**config.mk**
```make
export PLATFORM = sky130hd
export DESIGN_NAME = cfg_frame_walker
export DESIGN_NICKNAME = d
export VERILOG_FILES = /design/src/rtl/cfw_pkg.sv /design/src/rtl/cfw_column_map.sv /design/src/rtl/cfw_beat_ctr.sv /design/src/rtl/cfw_frame_walk.sv /design/src/rtl/cfw_guard_mask.sv /design/src/rtl/cfg_frame_walker.sv
export SDC_FILE = /design/constraint.sdc
export NUM_CORES = 1
export LEC_CHECK = 0
export ABC_AREA = 1
export BUFFER_PORTS_ARGS = -buffer_cell sky130_fd_sc_hd__buf_2
export CAP_MARGIN = 20
export CORE_ASPECT_RATIO = 2
export CORE_UTILIZATION = 40
export CTS_CLUSTER_DIAMETER = 50
export CTS_CLUSTER_SIZE = 10
export DETAILED_ROUTE_END_ITERATION = 8
export PLACE_DENSITY = 0.67
export SLEW_MARGIN = 20
export SYNTH_ARGS = -nofsm -noshare
export SYNTH_HDL_FRONTEND = slang
export SYNTH_HIERARCHICAL = 1
export SYNTH_SLANG_ARGS = --single-unit
```
**constraint.sdc**
```tcl
create_clock -name clk -period 5.4 [get_ports clk]
set_clock_uncertainty 0.05 [all_clocks]
set_input_delay 0.81 -clock clk [delete_from_list [all_inputs] [get_ports clk]]
set_output_delay 0.81 -clock clk [all_outputs]
set_load 0.01 [all_outputs]
```
**src/rtl/cfw_pkg.sv**
```systemverilog
// Shared types and constants of the frame address sequencer.
// Assumes a frame of 41 words of 32 bits for the guard offsets.
package cfw_pkg;
    typedef enum logic [1:0] {
        BLK_MIX  = 2'd0,
        BLK_BINT = 2'd1,
        BLK_BDAT = 2'd2
    } blk_e;

    typedef enum logic [1:0] {
        COL_LOGIC = 2'd0,
        COL_DSP   = 2'd1,
        COL_IO    = 2'd2,
        COL_CLK   = 2'd3
    } col_e;

    localparam int GUARD_CNT = 4;
    // frame bit offsets counted from word 0, bit 0
    localparam int GUARD_TOP [GUARD_CNT] = '{136, 456, 808, 1128};
    localparam int GUARD_BOT [GUARD_CNT] = '{184, 504, 856, 1176};
endpackage

```
**src/rtl/cfw_column_map.sv**
```systemverilog
// Column map: gives the last minor index of the current major column
// and the last major index of the current block type.
// Assumes the mixed block map is mirror-symmetric about its centre.
module cfw_column_map
    import cfw_pkg::*;
#(
    parameter int MAJ_W        = 6,
    parameter int MIN_W        = 6,
    parameter int MIX_COLS     = 48,
    parameter int BRAM_COLS    = 8,
    parameter int DSP_POS_A    = 7,
    parameter int DSP_POS_B    = 16,
    parameter int LOGIC_MINORS = 22,
    parameter int DSP_MINORS   = 21,
    parameter int IO_MINORS    = 30,
    parameter int CLK_MINORS   = 3,
    parameter int BINT_MINORS  = 20,
    parameter int BDAT_MINORS  = 64
) (
    input  blk_e             blk_i,
    input  logic [MAJ_W-1:0] major_i,
    output logic [MIN_W-1:0] minor_last_o,
    output logic [MAJ_W-1:0] major_last_o
);
    localparam int IO_MID  = MIX_COLS / 2 - 1;
    localparam int CLK_POS = MIX_COLS / 2;
    localparam int DSP_C   = MIX_COLS - 1 - DSP_POS_B;
    localparam int DSP_D   = MIX_COLS - 1 - DSP_POS_A;

    col_e cls;

    // classify the column within the mixed logic map
    always_comb begin
        if (major_i == MAJ_W'(0) || major_i == MAJ_W'(IO_MID) ||
            major_i == MAJ_W'(MIX_COLS - 1))
            cls = COL_IO;
        else if (major_i == MAJ_W'(CLK_POS))
            cls = COL_CLK;
        else if (major_i == MAJ_W'(DSP_POS_A) || major_i == MAJ_W'(DSP_POS_B) ||
                 major_i == MAJ_W'(DSP_C) || major_i == MAJ_W'(DSP_D))
            cls = COL_DSP;
        else
            cls = COL_LOGIC;
    end

    // pick the last minor index from block type and column class
    always_comb begin
        case (blk_i)
            BLK_MIX: begin
                case (cls)
                    COL_IO:  minor_last_o = MIN_W'(IO_MINORS - 1);
                    COL_CLK: minor_last_o = MIN_W'(CLK_MINORS - 1);
                    COL_DSP: minor_last_o = MIN_W'(DSP_MINORS - 1);
                    default: minor_last_o = MIN_W'(LOGIC_MINORS - 1);
                endcase
            end
            BLK_BINT: minor_last_o = MIN_W'(BINT_MINORS - 1);
            default:  minor_last_o = MIN_W'(BDAT_MINORS - 1);
        endcase
    end

    // pick the last major index of the block type
    always_comb begin
        major_last_o = (blk_i == BLK_MIX) ? MAJ_W'(MIX_COLS - 1) : MAJ_W'(BRAM_COLS - 1);
    end
endmodule

```
**src/rtl/cfw_beat_ctr.sv**
```systemverilog
// Word beat counter: counts accepted words 0..FRAME_WORDS-1 within a
// frame and maps the beat to a word index according to the direction.
// Assumes adv_i is only raised for an accepted word.
module cfw_beat_ctr #(
    parameter int FRAME_WORDS = 41,
    parameter int IDX_W       = 6
) (
    input  logic             clk,
    input  logic             rst_n,
    input  logic             clr_i,
    input  logic             adv_i,
    input  logic             down_i,
    output logic [IDX_W-1:0] word_idx_o,
    output logic             last_o
);
    logic [IDX_W-1:0] beat_q;

    // flag the final beat of the frame
    always_comb last_o = (beat_q == IDX_W'(FRAME_WORDS - 1));

    // present the word index in the chosen direction
    always_comb word_idx_o = down_i ? (IDX_W'(FRAME_WORDS - 1) - beat_q) : beat_q;

    // step the beat on each accepted word, wrap at frame end
    always_ff @(posedge clk) begin
        if (!rst_n)      beat_q <= '0;
        else if (clr_i)  beat_q <= '0;
        else if (adv_i)  beat_q <= last_o ? '0 : beat_q + 1'b1;
    end

    p_beat_range_r5: assert property (@(posedge clk) disable iff (!rst_n)
        word_idx_o < IDX_W'(FRAME_WORDS))
        else $error("word index out of frame");
endmodule

```
**src/rtl/cfw_frame_walk.sv**
```systemverilog
// Frame position walker: holds half, block type, major and minor, and
// steps them in nested order when a frame completes.
// Assumes the limits come from the column map of the current position.
module cfw_frame_walk
    import cfw_pkg::*;
#(
    parameter int MAJ_W = 6,
    parameter int MIN_W = 6
) (
    input  logic             clk,
    input  logic             rst_n,
    input  logic             clr_i,
    input  logic             adv_i,
    input  logic [MIN_W-1:0] minor_last_i,
    input  logic [MAJ_W-1:0] major_last_i,
    output logic             half_o,
    output blk_e             blk_o,
    output logic [MAJ_W-1:0] major_o,
    output logic [MIN_W-1:0] minor_o,
    output logic             final_o
);
    logic             half_q;
    blk_e             blk_q;
    logic [MAJ_W-1:0] major_q;
    logic [MIN_W-1:0] minor_q;

    logic minor_end, major_end, blk_end;

    // detect the wrap of each nesting level
    always_comb begin
        minor_end = (minor_q == minor_last_i);
        major_end = minor_end && (major_q == major_last_i);
        blk_end   = major_end && (blk_q == BLK_BDAT);
        final_o   = blk_end && half_q;
    end

    // advance the nested position at the end of a frame
    always_ff @(posedge clk) begin
        if (!rst_n || clr_i) begin
            half_q  <= 1'b0;
            blk_q   <= BLK_MIX;
            major_q <= '0;
            minor_q <= '0;
        end else if (adv_i) begin
            minor_q <= minor_end ? '0 : minor_q + 1'b1;
            if (minor_end) major_q <= major_end ? '0 : major_q + 1'b1;
            if (major_end) begin
                case (blk_q)
                    BLK_MIX:  blk_q <= BLK_BINT;
                    BLK_BINT: blk_q <= BLK_BDAT;
                    default:  blk_q <= BLK_MIX;
                endcase
            end
            if (blk_end) half_q <= ~half_q;
        end
    end

    // expose the position
    always_comb begin
        half_o  = half_q;
        blk_o   = blk_q;
        major_o = major_q;
        minor_o = minor_q;
    end

    p_minor_bound_r3: assert property (@(posedge clk) disable iff (!rst_n)
        minor_q <= minor_last_i)
        else $error("minor beyond column count");

    p_major_bound_r4: assert property (@(posedge clk) disable iff (!rst_n)
        major_q <= major_last_i)
        else $error("major beyond block width");
endmodule

```
**src/rtl/cfw_guard_mask.sv**
```systemverilog
// Guard mask: marks the bits of the current word that must stay 0 when
// memory-content frames are written.
// Assumes the offsets are counted from word 0 in both halves.
module cfw_guard_mask
    import cfw_pkg::*;
#(
    parameter int WORD_W = 32,
    parameter int IDX_W  = 6
) (
    input  blk_e              blk_i,
    input  logic              half_i,
    input  logic [IDX_W-1:0]  word_idx_i,
    output logic [WORD_W-1:0] mask_o
);
    localparam int BIT_W = $clog2(WORD_W);

    // set the bit of any guarded offset that falls in this word
    always_comb begin
        int off;
        mask_o = '0;
        off    = 0;
        if (blk_i == BLK_BDAT) begin
            for (int g = 0; g < GUARD_CNT; g++) begin
                off = half_i ? GUARD_BOT[g] : GUARD_TOP[g];
                if ((off / WORD_W) == int'(word_idx_i))
                    mask_o[BIT_W'(off % WORD_W)] = 1'b1;
            end
        end
    end
endmodule

```
**src/rtl/cfg_frame_walker.sv**
```systemverilog
// Top of the frame address sequencer: runs the walk on a start pulse,
// offers one word position per cycle under ready/pause and pulses done.
// Assumes the consumer samples outputs whenever valid_o and ready_i meet.
module cfg_frame_walker
    import cfw_pkg::*;
#(
    parameter int WORD_W       = 32,
    parameter int FRAME_WORDS  = 41,
    parameter int MAJ_W        = 6,
    parameter int MIN_W        = 6,
    parameter int MIX_COLS     = 48,
    parameter int BRAM_COLS    = 8,
    parameter int DSP_POS_A    = 7,
    parameter int DSP_POS_B    = 16,
    parameter int LOGIC_MINORS = 22,
    parameter int DSP_MINORS   = 21,
    parameter int IO_MINORS    = 30,
    parameter int CLK_MINORS   = 3,
    parameter int BINT_MINORS  = 20,
    parameter int BDAT_MINORS  = 64,
    localparam int IDX_W       = $clog2(FRAME_WORDS),
    localparam int ADDR_W      = 3 + MAJ_W + MIN_W
) (
    input  logic              clk,
    input  logic              rst_n,
    input  logic              start_i,
    input  logic              pause_i,
    input  logic              ready_i,
    output logic              busy_o,
    output logic              valid_o,
    output logic [ADDR_W-1:0] frame_addr_o,
    output logic [IDX_W-1:0]  word_idx_o,
    output logic              word_down_o,
    output logic [WORD_W-1:0] guard_mask_o,
    output logic              done_o
);
    logic             run_q, done_q;
    logic             hs, launch, beat_last, frame_end, walk_final, run_end;
    logic             half;
    blk_e             blk;
    logic [MAJ_W-1:0] major, major_last;
    logic [MIN_W-1:0] minor, minor_last;

    // handshake and control events
    always_comb begin
        valid_o   = run_q & ~pause_i;
        hs        = valid_o & ready_i;
        launch    = start_i & ~run_q;
        frame_end = hs & beat_last;
        run_end   = frame_end & walk_final;
    end

    // run state and done pulse
    always_ff @(posedge clk) begin
        if (!rst_n) begin
            run_q  <= 1'b0;
            done_q <= 1'b0;
        end else begin
            done_q <= run_end;
            if (launch)       run_q <= 1'b1;
            else if (run_end) run_q <= 1'b0;
        end
    end

    cfw_column_map #(
        .MAJ_W(MAJ_W), .MIN_W(MIN_W), .MIX_COLS(MIX_COLS), .BRAM_COLS(BRAM_COLS),
        .DSP_POS_A(DSP_POS_A), .DSP_POS_B(DSP_POS_B),
        .LOGIC_MINORS(LOGIC_MINORS), .DSP_MINORS(DSP_MINORS), .IO_MINORS(IO_MINORS),
        .CLK_MINORS(CLK_MINORS), .BINT_MINORS(BINT_MINORS), .BDAT_MINORS(BDAT_MINORS)
    ) u_map (
        .blk_i(blk), .major_i(major),
        .minor_last_o(minor_last), .major_last_o(major_last)
    );

    cfw_frame_walk #(.MAJ_W(MAJ_W), .MIN_W(MIN_W)) u_walk (
        .clk(clk), .rst_n(rst_n), .clr_i(launch), .adv_i(frame_end),
        .minor_last_i(minor_last), .major_last_i(major_last),
        .half_o(half), .blk_o(blk), .major_o(major), .minor_o(minor),
        .final_o(walk_final)
    );

    cfw_beat_ctr #(.FRAME_WORDS(FRAME_WORDS), .IDX_W(IDX_W)) u_beat (
        .clk(clk), .rst_n(rst_n), .clr_i(launch), .adv_i(hs), .down_i(~half),
        .word_idx_o(word_idx_o), .last_o(beat_last)
    );

    cfw_guard_mask #(.WORD_W(WORD_W), .IDX_W(IDX_W)) u_guard (
        .blk_i(blk), .half_i(half), .word_idx_i(word_idx_o), .mask_o(guard_mask_o)
    );

    // drive the remaining outputs
    always_comb begin
        busy_o       = run_q;
        done_o       = done_q;
        word_down_o  = ~half;
        frame_addr_o = {half, blk, major, minor};
    end

    p_stall_hold_r6: assert property (@(posedge clk) disable iff (!rst_n)
        (valid_o && !ready_i) |=> ($stable(frame_addr_o) && $stable(word_idx_o)))
        else $error("position moved during stall");

    p_pause_hold_r7: assert property (@(posedge clk) disable iff (!rst_n)
        (busy_o && pause_i) |=> ($stable(frame_addr_o) && $stable(word_idx_o)))
        else $error("position moved during pause");

    p_addr_hold_r8: assert property (@(posedge clk) disable iff (!rst_n)
        (hs && !beat_last) |=> $stable(frame_addr_o))
        else $error("address moved mid-frame");

    p_mask_single_r9: assert property (@(posedge clk) disable iff (!rst_n)
        valid_o |-> ($countones(guard_mask_o) <= 1))
        else $error("more than one guard bit in a word");

    p_done_pulse_r10: assert property (@(posedge clk) disable iff (!rst_n)
        done_o |=> !done_o)
        else $error("done longer than one cycle");

    p_done_idle_r10: assert property (@(posedge clk) disable iff (!rst_n)
        done_o |-> !busy_o)
        else $error("done while busy");

    p_start_ignored_r11: assert property (@(posedge clk) disable iff (!rst_n)
        (busy_o && start_i && !hs) |=> $stable(frame_addr_o))
        else $error("start restarted a running walk");
endmodule

```
==> metrics.md, run 1 <==
| Metric | Value |
|---|---|
| Cells along the critical path | inv_1, ha_1, nand2_2, nor2_2, nor2_1, xor2_1, nand2_1, nand2_1, nand3_1, a21oi_2, buf_2 |
| Most numerous cell in the Yosys netlist | nand2_1 |
| Sw frac | 27.7% |
| # port buffers | 30 |
| Initial Utilization | 41.5% |
| Total routed wirelength | 4560 microns |
| Die Wd | 54.8 microns |
| EDFF count, synth | 0 |
| Critical path data arrival time | 2.04 ns |
| R2r startpoint | u_beat/beat_q[0] |
| Fmax | 0.345 GHz |
| Post-DP HPWL | 3780 microns |
| Synthesized cell area | 0.00223 sq mm |
| Ys flop type | dfxtp_1 |
| Power Density | 139 mW/mm^2 |
| Setup crit start kind | flip-flop |
| Sequential fraction of the synthesis area | 20.7% |
| Starting DRC count in detailed routing | 47 |
| Ratio of final minimum period to clock period | 53.6% |
| Vias in the first global route | 1898 |
| Sw power | 0.0883 mW |
| Top cell family by delay on the critical path | simple AND/OR/NAND/NOR gates |
| Post-synthesis cell type count | 32 |
| Post-Synthesis Cells | 357 |
| Layout cells sized above 1 | 22.1% |
| Dominant cell type by area after synthesis | dfxtp_1 |
| Slew @ Worst Pin | 0.911 ns |
| Gr ovfl total | 0 |
| Max-cap viol count | 0 |
| Outcome | finished clean |
| Area of the multi-input gates | 0.00135 sq mm |
| Core Region | 0.00537 sq mm |
| Maximum vdd drop | 0.165 mV |
| HP Start | busy_o |
| CTS tree | done |
| Crit path time final | 2.90 ns |
| RePlAce Congestion | 0.818 |
| Fill count | 612 |
| Root buffer cell | clkbuf_8 |
| Slack of the worst reg-to-reg path | 2.93 ns |
| DR vias | 2001 |
| Clk slew on worst S/H paths | 0.10 ns |
| Initial antenna violation count | 0 |
| Internal power | 0.230 mW |
| Boundary pin count | 62 |
| Slowest cell on the critical path | dfxtp_1 |
| Rows | 38 |
| TritonCTS Sinks | 23 |
| RSZ-0062 raised after global routing | false |
| Hold Crit Depth | 2 |
| M3 GR Usage | 1.41% |
| Worst Path Required | 4.54 ns |
| Ys async rst share | 0% |
| Synth-to-Final Area Change | 3.14% |
| H-tree levels | 1 |
| Antenna diode instance count | 0 |
| Met2 Use GR | 35.2% |
| Synthesized flop and latch total | 23 |
| Hold worst-path end | busy_o |
| Hold Crit Class | reg -> reg |
| Most Used Layer, Global Route | met2 |
| Mapped Avg Cell Area | 6.25 sq um |
| Worst path max stage delay | 0.46 ns |
| Synth top area share | 20.7% |
| Fin nets | 390 |
| Commonest cells in the netlist | 105 x nand2_1, 46 x inv_1, 39 x buf_4 |
| Largest net degree at the start of global routing | 15 |
| Critical Path Most Common Cell | nand2_1 |
| Crit path buffers/inverters | 2 |
| Sequential fraction of design power | 53.7% |
| Full die area | 0.00589 sq mm |
| Final setup viols | 0 |
| Clock latency on the worst-skew pair | 0.28 ns |
| Comb pwr share | 10.1% |
| Reg2Reg Depth | 11 |
| Die height | 108 microns |
| Worst R2R End | u_walk/minor_o[5] |
| CTS Hold Bufs | 0 |
| Util after Layout | 42.8% |
| Vias/cell | 4.55 |
| DR WL/cell | 10.4 microns |
| First-pass GRT wire length | 7780 microns |
| Drt drc | 0 |
| Max Fanout on Critical Path | 6 |
| Yosys warnings | 6 |
| Max Transition Viols Final | 0 |
| Total CTS buffers | 3 |
| Endpoint type of the worst setup path | output pin |
| Storage cell area | 460 sq um |
| Routed Antenna Nets | 0 |
| Final Hold Fails | 0 |
| Leak | 1.25 nW |
| Top post-synthesis cells by area | dfxtp_1 21%, nand2_1 18%, buf_4 13% |
| Setup TNS | 0 ns |
| CTS max path bufs | 2 |
| Post-CTS Resized | 0 |
| Clk network pwr share | 36.2% |
| Total track usage | 17.6% |
| GR Util met1 | 16.3% |
| Slew headroom | 39.2% |
| Kind of critical path | reg -> out |
| Number of setup buffers added after CTS | 0 |
| Drt pass-1 iters | 4 |
## layer usage
metal | vias to the layer above | share of wire [%]
li1 | 1041 | -
met1 | 909 | 36
met2 | 45 | 59
met3 | 6 | 2.8
met4 | 0 | 1.5
met5 | - | 0
## flip-flops by register name (all words and copies together), names as in the netlist
| register | flops |
|---|---|
| u_beat/beat_q | 6 |
| busy_o | 1 |
| u_walk/minor_o | 6 |
| u_walk/blk_o | 2 |
| u_walk/major_o | 6 |
| done_o | 1 |
| u_walk/half_o | 1 |
## metrics by stage
step                      std cells  cell area, sq um  hold WS [ns]  setup slack (ns)  total power [mW]
after floorplan                 389              2350         0.453              2.94             0.220
final                           440              2300         0.450              2.50             0.319
after global routing            440              2300         0.506              2.31             0.333
after CTS                       440              2300         0.454              2.50             0.319
after global placement          436              2250         0.425              2.88             0.207
after detailed placement        436              2250         0.435              2.83             0.207
## kinds of logic after synthesis
family	Yosys count	share of synthesized area (%)
AOI/OAI and AO/OA	13	3.09
xor gates and xnor gates	11	4.32
adders and majority gates	4	2.24
buffers and inverters	101	24.3
DFF	23	20.7
muxes	1	0.449
other	3	0.505
and+or+nand+nor	201	44.4
## power groups by stage
stage	clock [mW]	sequential, mW	combinational, mW
4_1_cts	0.115	0.171	0.0320
6_report	0.115	0.171	0.0322
2_1_floorplan	0	0.175	0.0445
5_1_grt	0.124	0.172	0.0380
3_5_place_dp	0	0.175	0.0319
3_3_place_gp	0	0.175	0.0316
## worst reg2reg max path, cell delays in order, from the launching register on
cell     delay (ns)
dfxtp_1        0.38
inv_1          0.10
ha_1           0.18
nand2_2        0.07
nor4_1         0.36
and3_1         0.46
inv_2          0.15
nor4_4         0.35
nand3_1        0.11
nand2_1        0.08
nand2_1        0.04
nor2_1         0.07
## layout make-up
cell class              instances  area share (%)
repair buffers                 30            6.53
clock buffers                   3            1.80
well taps                      60            3.26
multi-input cells             265            58.6
flip-flops and latches         23            20.0
clock inverters                 1           0.326
inverters                      58            9.47
## how the worst max path moves through the flow
stage	end	from	depth (start not counted)
floorplan	guard_mask_o[8]	u_beat/beat_q[0]	10
global placement	guard_mask_o[8]	u_beat/beat_q[0]	11
detailed placement	guard_mask_o[8]	u_beat/beat_q[0]	11
CTS	guard_mask_o[8]	u_beat/beat_q[0]	11
global route	guard_mask_o[8]	u_beat/beat_q[0]	11
finish	guard_mask_o[8]	u_beat/beat_q[0]	11
## placed cells by master (no fill, tap or decap), types with 4 or more instances in the layout
cell type    n
inv_1       46
nand2_1    105
dfxtp_1     23
nand4_1      4
ha_1         4
nand3_1     17
nor2_4       6
conb_1      35
nand2_2      9
a21oi_1      7
inv_2       12
buf_2       30
xor2_1       8
nor2_1      33
nor2_2      13
(Power assumes the default switching activity.)
==> inputs of run 2 (changes only) <==
Clock period 5.4 ns to 2.8 ns, I/O delays scaled along.
==> run 2 against run 1 <==
Critical path depth is the same. Routed wire length grew 0.88%. Flip-flop and latch count unchanged. First-iteration DRC count is 11% lower. Highest routed layer unchanged. Critical path type unchanged. Combinational power up 97%. Critical endpoint unchanged.
==> metrics.md, run 2 (same netlist as run 1, synthesis figures left out) <==
| Metric | Value |
|---|---|
| Outcome | finished clean (unchanged) |
| Clk slew on worst S/H paths | 0.09 ns (was 0.10 ns) |
| Max Fanout on Critical Path | 6 (unchanged) |
| Starting DRC count in detailed routing | 42 (was 47) |
| DR vias | 2031 (was 2001) |
| Setup TNS | 0 ns (unchanged) |
| Power Density | 262 mW/mm^2 (was 139 mW/mm^2) |
| Setup crit start kind | flip-flop (unchanged) |
| Met2 Use GR | 34.9% (was 35.2%) |
| Total power | 0.611 mW (was 0.319 mW) |
| Maximum vdd drop | 0.274 mV (was 0.165 mV) |
| Endpoint type of the worst setup path | output pin (unchanged) |
| Slew headroom | 66.9% (was 39.2%) |
| Hold Crit Class | in -> reg (was reg -> reg) |
| GR Util met1 | 16.5% (was 16.3%) |
| RePlAce Congestion | 0.831 (was 0.818) |
| Root buffer cell | clkbuf_8 (unchanged) |
| Post-DP HPWL | 3830 microns (was 3780 microns) |
| DP Worst Slack | 0.603 ns (was 2.83 ns) |
| Worst Path Required | 2.33 ns (was 4.54 ns) |
| Most frequent cells in the layout | 105 x nand2_1, 46 x inv_1, 35 x conb_1 (unchanged) |
| Fin nets | 394 (was 390) |
| Total track usage | 17.7% (was 17.6%) |
| Number of setup buffers added after CTS | 0 (unchanged) |
| Max Transition Viols Final | 0 (unchanged) |
| Fill count | 610 (was 612) |
| Sequential fraction of design power | 54.0% (was 53.7%) |
| Vias in the first global route | 1837 (was 1898) |
| Layout cells sized above 1 | 22.9% (was 22.1%) |
| # port buffers | 30 (unchanged) |
| Ratio of final minimum period to clock period | 89.6% |
| RSZ-0062 raised after global routing | false (unchanged) |
| Gr ovfl total | 0 (unchanged) |
| Slowest cell on the critical path | dfxtp_1 (unchanged) |
| Worst path max stage delay | 0.44 ns (was 0.46 ns) |
| Final setup margin | 0.291 ns (was 2.50 ns) |
| Cells along the critical path | inv_1, ha_1, nand2_2, nor2_2, nor2_1, xor2_1, nand2_1, nand2_1, nand3_1, a21oi_2, buf_2 (unchanged) |
| Final Hold Fails | 0 (unchanged) |
| Sw frac | 27.1% (was 27.7%) |
| Antenna diode instance count | 0 (unchanged) |
| Most common library cell in the layout ignoring fill and taps | nand2_1 (unchanged) |
| CTS max path bufs | 2 (unchanged) |
| Clock latency on the worst-skew pair | 0.28 ns (about the same) |
| CTS tree | done (unchanged) |
| Max-cap viol count | 0 (unchanged) |
| Total routed wirelength | 4600 microns (was 4560 microns) |
| H-tree levels | 1 (unchanged) |
| Routed Antenna Nets | 0 (unchanged) |
| Clk network pwr share | 35.6% (was 36.2%) |
| Drt drc | 0 (unchanged) |
| Largest net degree at the start of global routing | 15 (unchanged) |
| Core Region | 0.00537 sq mm (unchanged) |
| Slew @ Worst Pin | 0.495 ns (was 0.911 ns) |
| Sw power | 0.166 mW (was 0.0883 mW) |
| Drt pass-1 iters | 4 (unchanged) |
| TritonCTS Sinks | 23 (unchanged) |
| CTS Hold Bufs | 0 (unchanged) |
| Critical Path Most Common Cell | nand2_1 (unchanged) |
| Die Wd | 54.8 microns (unchanged) |
| Post-CTS Resized | 0 (unchanged) |
| Rows | 38 (unchanged) |
| Synth-to-Final Area Change | 4.49% (was 3.14%) |
| Initial Utilization | 41.5% (unchanged) |
| Initial antenna violation count | 0 (unchanged) |
| M3 GR Usage | 1.13% (was 1.41%) |
| Leak | 1.27 nW (was 1.25 nW) |
| Fmax | 0.399 GHz |
| DR WL/cell | 10.4 microns (about the same) |
| Vias/cell | 4.57 (was 4.55) |
| Boundary pin count | 62 (unchanged) |
| Final setup viols | 0 (unchanged) |
| Internal power | 0.445 mW (was 0.230 mW) |
| Full die area | 0.00589 sq mm (unchanged) |
| Most Used Layer, Global Route | met2 (unchanged) |
| Kind of critical path | reg -> out (unchanged) |
| Critical path data arrival time | 2.04 ns (about the same) |
| Crit path time final | 2.51 ns |
| Die height | 108 microns (unchanged) |
| Comb pwr share | 10.4% (was 10.1%) |
| First-pass GRT wire length | 7730 microns (was 7780 microns) |
| Total CTS buffers | 3 (unchanged) |
## run 2: area by class of cell
class | count | area (sq um) | area share [%]
sequential | 23 | 460 | 19.8
clock buffer | 3 | 41.3 | 1.77
multi-input combinational | 265 | 1350 | 57.8
tap | 60 | 75.1 | 3.22
inverter | 58 | 218 | 9.34
clock inverter | 1 | 7.51 | 0.322
timing repair buffer | 34 | 180 | 7.73
## run 2: critical path, delay by kind of cell (launching register included)
family | cells | cell delay (ns)
compound gates | 1 | 0.12
buf+inv | 2 | 0.22
simple gates | 6 | 0.51
fa+ha+maj | 1 | 0.23
xor+xnor | 1 | 0.23
flops | 1 | 0.44
## run 2: routing by layer
layer,share of wire [%],up-vias
li1,-,1052
met4,1.6,0
met3,3.3,5
met5,0,-
met1,36,923
met2,59,51
## run 2: metrics by stage
stage               utilization (%)  hold WS [ns]  area [sq um]  instances
floorplan                         -         0.453          2350        389
global placement               42.5         0.423          2280        440
detailed placement             42.5         0.428          2280        440
CTS                            43.4         0.347          2330        444
global route                   43.4         0.372          2330        444
finish                         43.4         0.343          2330        444
## run 2: power by group through the flow
stage / logic [mW] / clock network [mW] / registers [mW]
after global placement: 0.0622 / 0 / 0.338
final: 0.0634 / 0.217 / 0.330
after detailed placement: 0.0625 / 0 / 0.338
after CTS: 0.0627 / 0.220 / 0.330
after global routing: 0.0739 / 0.233 / 0.331
after floorplan: 0.0859 / 0 / 0.338
## run 2: final timing paths
check	slack, ns	depth (start not counted)	startpoint	endpoint
setup / recovery	0.29	11	u_beat/beat_q[0]	guard_mask_o[8]
hold reg to reg	0.44	2	busy_o	busy_o
setup reg to reg	0.61	16	u_walk/major_o[3]	busy_o
hold / removal	0.34	3	rst_n	busy_o
==> inputs of run 3 (changes only) <==
--- a/constraint.sdc
+++ b/constraint.sdc
@@ -4,2 +4,2 @@
 set_output_delay 0.42 -clock clk [all_outputs]
-set_load 0.01 [all_outputs]
+set_load 0.1 [all_outputs]
==> run 3 against run 2 <==
Sequential share of layout area shrank 0.47 points. Count of clock-buffer cells in the layout is the same. Global-route usage shrank 0.91 points. Routed wire length shrank 2.9%. Design area grew 4.1%. Fmax shrank 3.1%. Clock power shrank 2%. Cell count shrank 0.23%. Flip-flop and latch count is the same. Register-to-register slack lost 0.22 ns. First-iteration DRC count shrank 9.5%. Critical path type unchanged.
==> metrics.md, run 3 (same netlist as run 1, synthesis figures left out) <==
| Metric | Value |
|---|---|
| GR Util met1 | 16.7% (was 16.5%) |
| Fmax | 0.386 GHz (was 0.399 GHz) |
| Starting DRC count in detailed routing | 38 (was 42) |
| Gr ovfl total | 0 (unchanged) |
| HP Start | rst_n (unchanged) |
| Slew headroom | 66.3% (was 66.9%) |
| M3 GR Usage | 1.27% (was 1.13%) |
| Worst Path Required | 2.33 ns (about the same) |
| Critical Path Most Common Cell | nand2_1 (unchanged) |
| Routed Antenna Nets | 0 (unchanged) |
| Ratio of final minimum period to clock period | 92.5% (was 89.6%) |
| Reg2Reg Depth | 11 (was 16) |
| Antenna diode instance count | 0 (unchanged) |
| Core Region | 0.00537 sq mm (unchanged) |
| Slowest cell on the critical path | dfxtp_1 (unchanged) |
| Kind of critical path | reg -> out (unchanged) |
| TritonCTS Sinks | 23 (unchanged) |
| Die height | 108 microns (unchanged) |
| Clock latency on the worst-skew pair | 0.26 ns (was 0.28 ns) |
| H-tree levels | 1 (unchanged) |
| Dpl cell area | 0.00237 sq mm (was 0.00228 sq mm) |
| Worst path max stage delay | 0.54 ns (was 0.44 ns) |
| Hold slack | 0.355 ns (was 0.343 ns) |
| First-pass GRT wire length | 7340 microns (was 7730 microns) |
| Largest net degree at the start of global routing | 14 (was 15) |
| Hold Crit Class | in -> reg (unchanged) |
| R2r startpoint | u_beat/beat_q[1] (was u_walk/major_o[3]) |
| Cell Count, Final, Fillers Out | 443 (was 444) |
| RePlAce Congestion | 0.855 (was 0.831) |
| Met2 Use GR | 32.6% (was 34.9%) |
| Root buffer cell | clkbuf_8 (unchanged) |
| Layout cells sized above 1 | 27.2% (was 22.9%) |
| Total track usage | 16.8% (was 17.7%) |
| Die Wd | 54.8 microns (unchanged) |
| Power Density | 327 mW/mm^2 (was 262 mW/mm^2) |
| CTS tree | done (unchanged) |
| Critical path launch point | u_beat/beat_q[2] (was u_beat/beat_q[0]) |
| Post-DP HPWL | 3720 microns (was 3830 microns) |
| Vias/cell | 4.51 (was 4.57) |
| Slack of the worst reg-to-reg path | 0.39 ns (was 0.61 ns) |
| Synth-to-Final Area Change | 8.75% (was 4.49%) |
| CTS max path bufs | 2 (unchanged) |
| Max-cap viol count | 0 (unchanged) |
| Max Transition Viols Final | 0 (unchanged) |
| Rows | 38 (unchanged) |
| Area of the multi-input gates | 0.00142 sq mm (was 0.00135 sq mm) |
| Worst R2R End | u_walk/minor_o[5] (was busy_o) |
| Endpoint type of the worst setup path | output pin (unchanged) |
| Most common library cell in the layout ignoring fill and taps | nand2_1 (unchanged) |
| Crit path time final | 2.59 ns (was 2.51 ns) |
| Final Hold Fails | 0 (unchanged) |
| Vias in the first global route | 1740 (was 1837) |
| Outcome | finished clean (unchanged) |
| Final setup viols | 0 (unchanged) |
| Slew @ Worst Pin | 0.506 ns (was 0.495 ns) |
| Final instance area | 0.00242 sq mm (was 0.00233 sq mm) |
| Most Used Layer, Global Route | met2 (unchanged) |
| Setup crit start kind | flip-flop (unchanged) |
| DR vias | 2000 (was 2031) |
| Most frequent cells in the layout | 104 x nand2_1, 42 x inv_1, 35 x conb_1 (was 105 x nand2_1, 46 x inv_1, 35 x conb_1) |
| Leak | 1.27 nW (about the same) |
| Critical path data arrival time | 2.12 ns (was 2.04 ns) |
| Number of setup buffers added after CTS | 0 (unchanged) |
| # port buffers | 30 (unchanged) |
| Initial antenna violation count | 0 (unchanged) |
| Storage cell area | 468 sq um (was 460 sq um) |
| Drt drc | 0 (unchanged) |
| Total CTS buffers | 3 (unchanged) |
| Fill count | 567 (was 610) |
| Clk slew on worst S/H paths | 0.09 ns (about the same) |
| Final setup margin | 0.210 ns (was 0.291 ns) |
| Setup TNS | 0 ns (unchanged) |
| DP Worst Slack | 0.368 ns (was 0.603 ns) |
| DR WL/cell | 10.1 microns (was 10.4 microns) |
| Post-Place Cells | 439 (was 440) |
| Cells along the critical path | nor2_2, nand2_1, nand2_1, nand2_1, nand2_1, nand2_2, clkinvlp_4, inv_2, nand2_1, nand2_1, nand3_2, a21oi_4, buf_12 (was inv_1, ha_1, nand2_2, nor2_2, nor2_1, xor2_1, nand2_1, nand2_1, nand3_1, a21oi_2, buf_2) |
| Full die area | 0.00589 sq mm (unchanged) |
| Max Fanout on Critical Path | 7 (was 6) |
| CTS Hold Bufs | 0 (unchanged) |
| Total power | 0.793 mW (was 0.611 mW) |
| Total routed wirelength | 4470 microns (was 4600 microns) |
| Drt pass-1 iters | 4 (unchanged) |
| Fin nets | 393 (was 394) |
| Worst setup path endpoint | guard_mask_o[8] (unchanged) |
| Boundary pin count | 62 (unchanged) |
| RSZ-0062 raised after global routing | false (unchanged) |
| Util after Layout | 45.1% (was 43.4%) |
| Initial Utilization | 41.5% (unchanged) |
| Maximum vdd drop | 0.246 mV (was 0.274 mV) |
[run 3: routing by layer]
layer / wire length, microns / vias up
li1: - / 1048
met3: 137 / 10
met5: 0 / -
met2: 2580 / 59
met1: 1630 / 883
met4: 115 / 0
[run 3: worst max-delay path, delay by kind of cell (launching register included)]
family / cells / cell delay [ns]
buf+inv: 3 / 0.35
flops: 1 / 0.54
compound gates: 1 / 0.17
simple gates: 9 / 0.79
[run 3: area by class of cell]
| class | count | share of cell area, % |
|---|---|---|
| Inverter | 58 | 9.44 |
| Sequential cell | 23 | 19.3 |
| Tap cell | 60 | 3.10 |
| Clock buffer | 3 | 1.70 |
| Timing Repair Buffer | 33 | 7.74 |
| Multi-Input combinational cell | 265 | 58.5 |
| Clock inverter | 1 | 0.206 |
[run 3: how the worst min path moves through the flow]
stage,cells past startpoint,end
6_report,3,busy_o
3_5_place_dp,2,busy_o
2_1_floorplan,2,u_walk/half_o
5_1_grt,3,busy_o
3_3_place_gp,2,busy_o
4_1_cts,3,busy_o
[run 3: power by group]
group / internal, mW / switching [mW]
clock: 0.0993 / 0.113
sequential: 0.328 / 0.00171
combinational: 0.0169 / 0.235
total: 0.444 / 0.349
[run 3: repair_timing]
action                                 in CTS  in global routing
endpoints found under the hold margin       0                  0
setup endpoints to repair                   0                  1
resized for setup                           0                  3
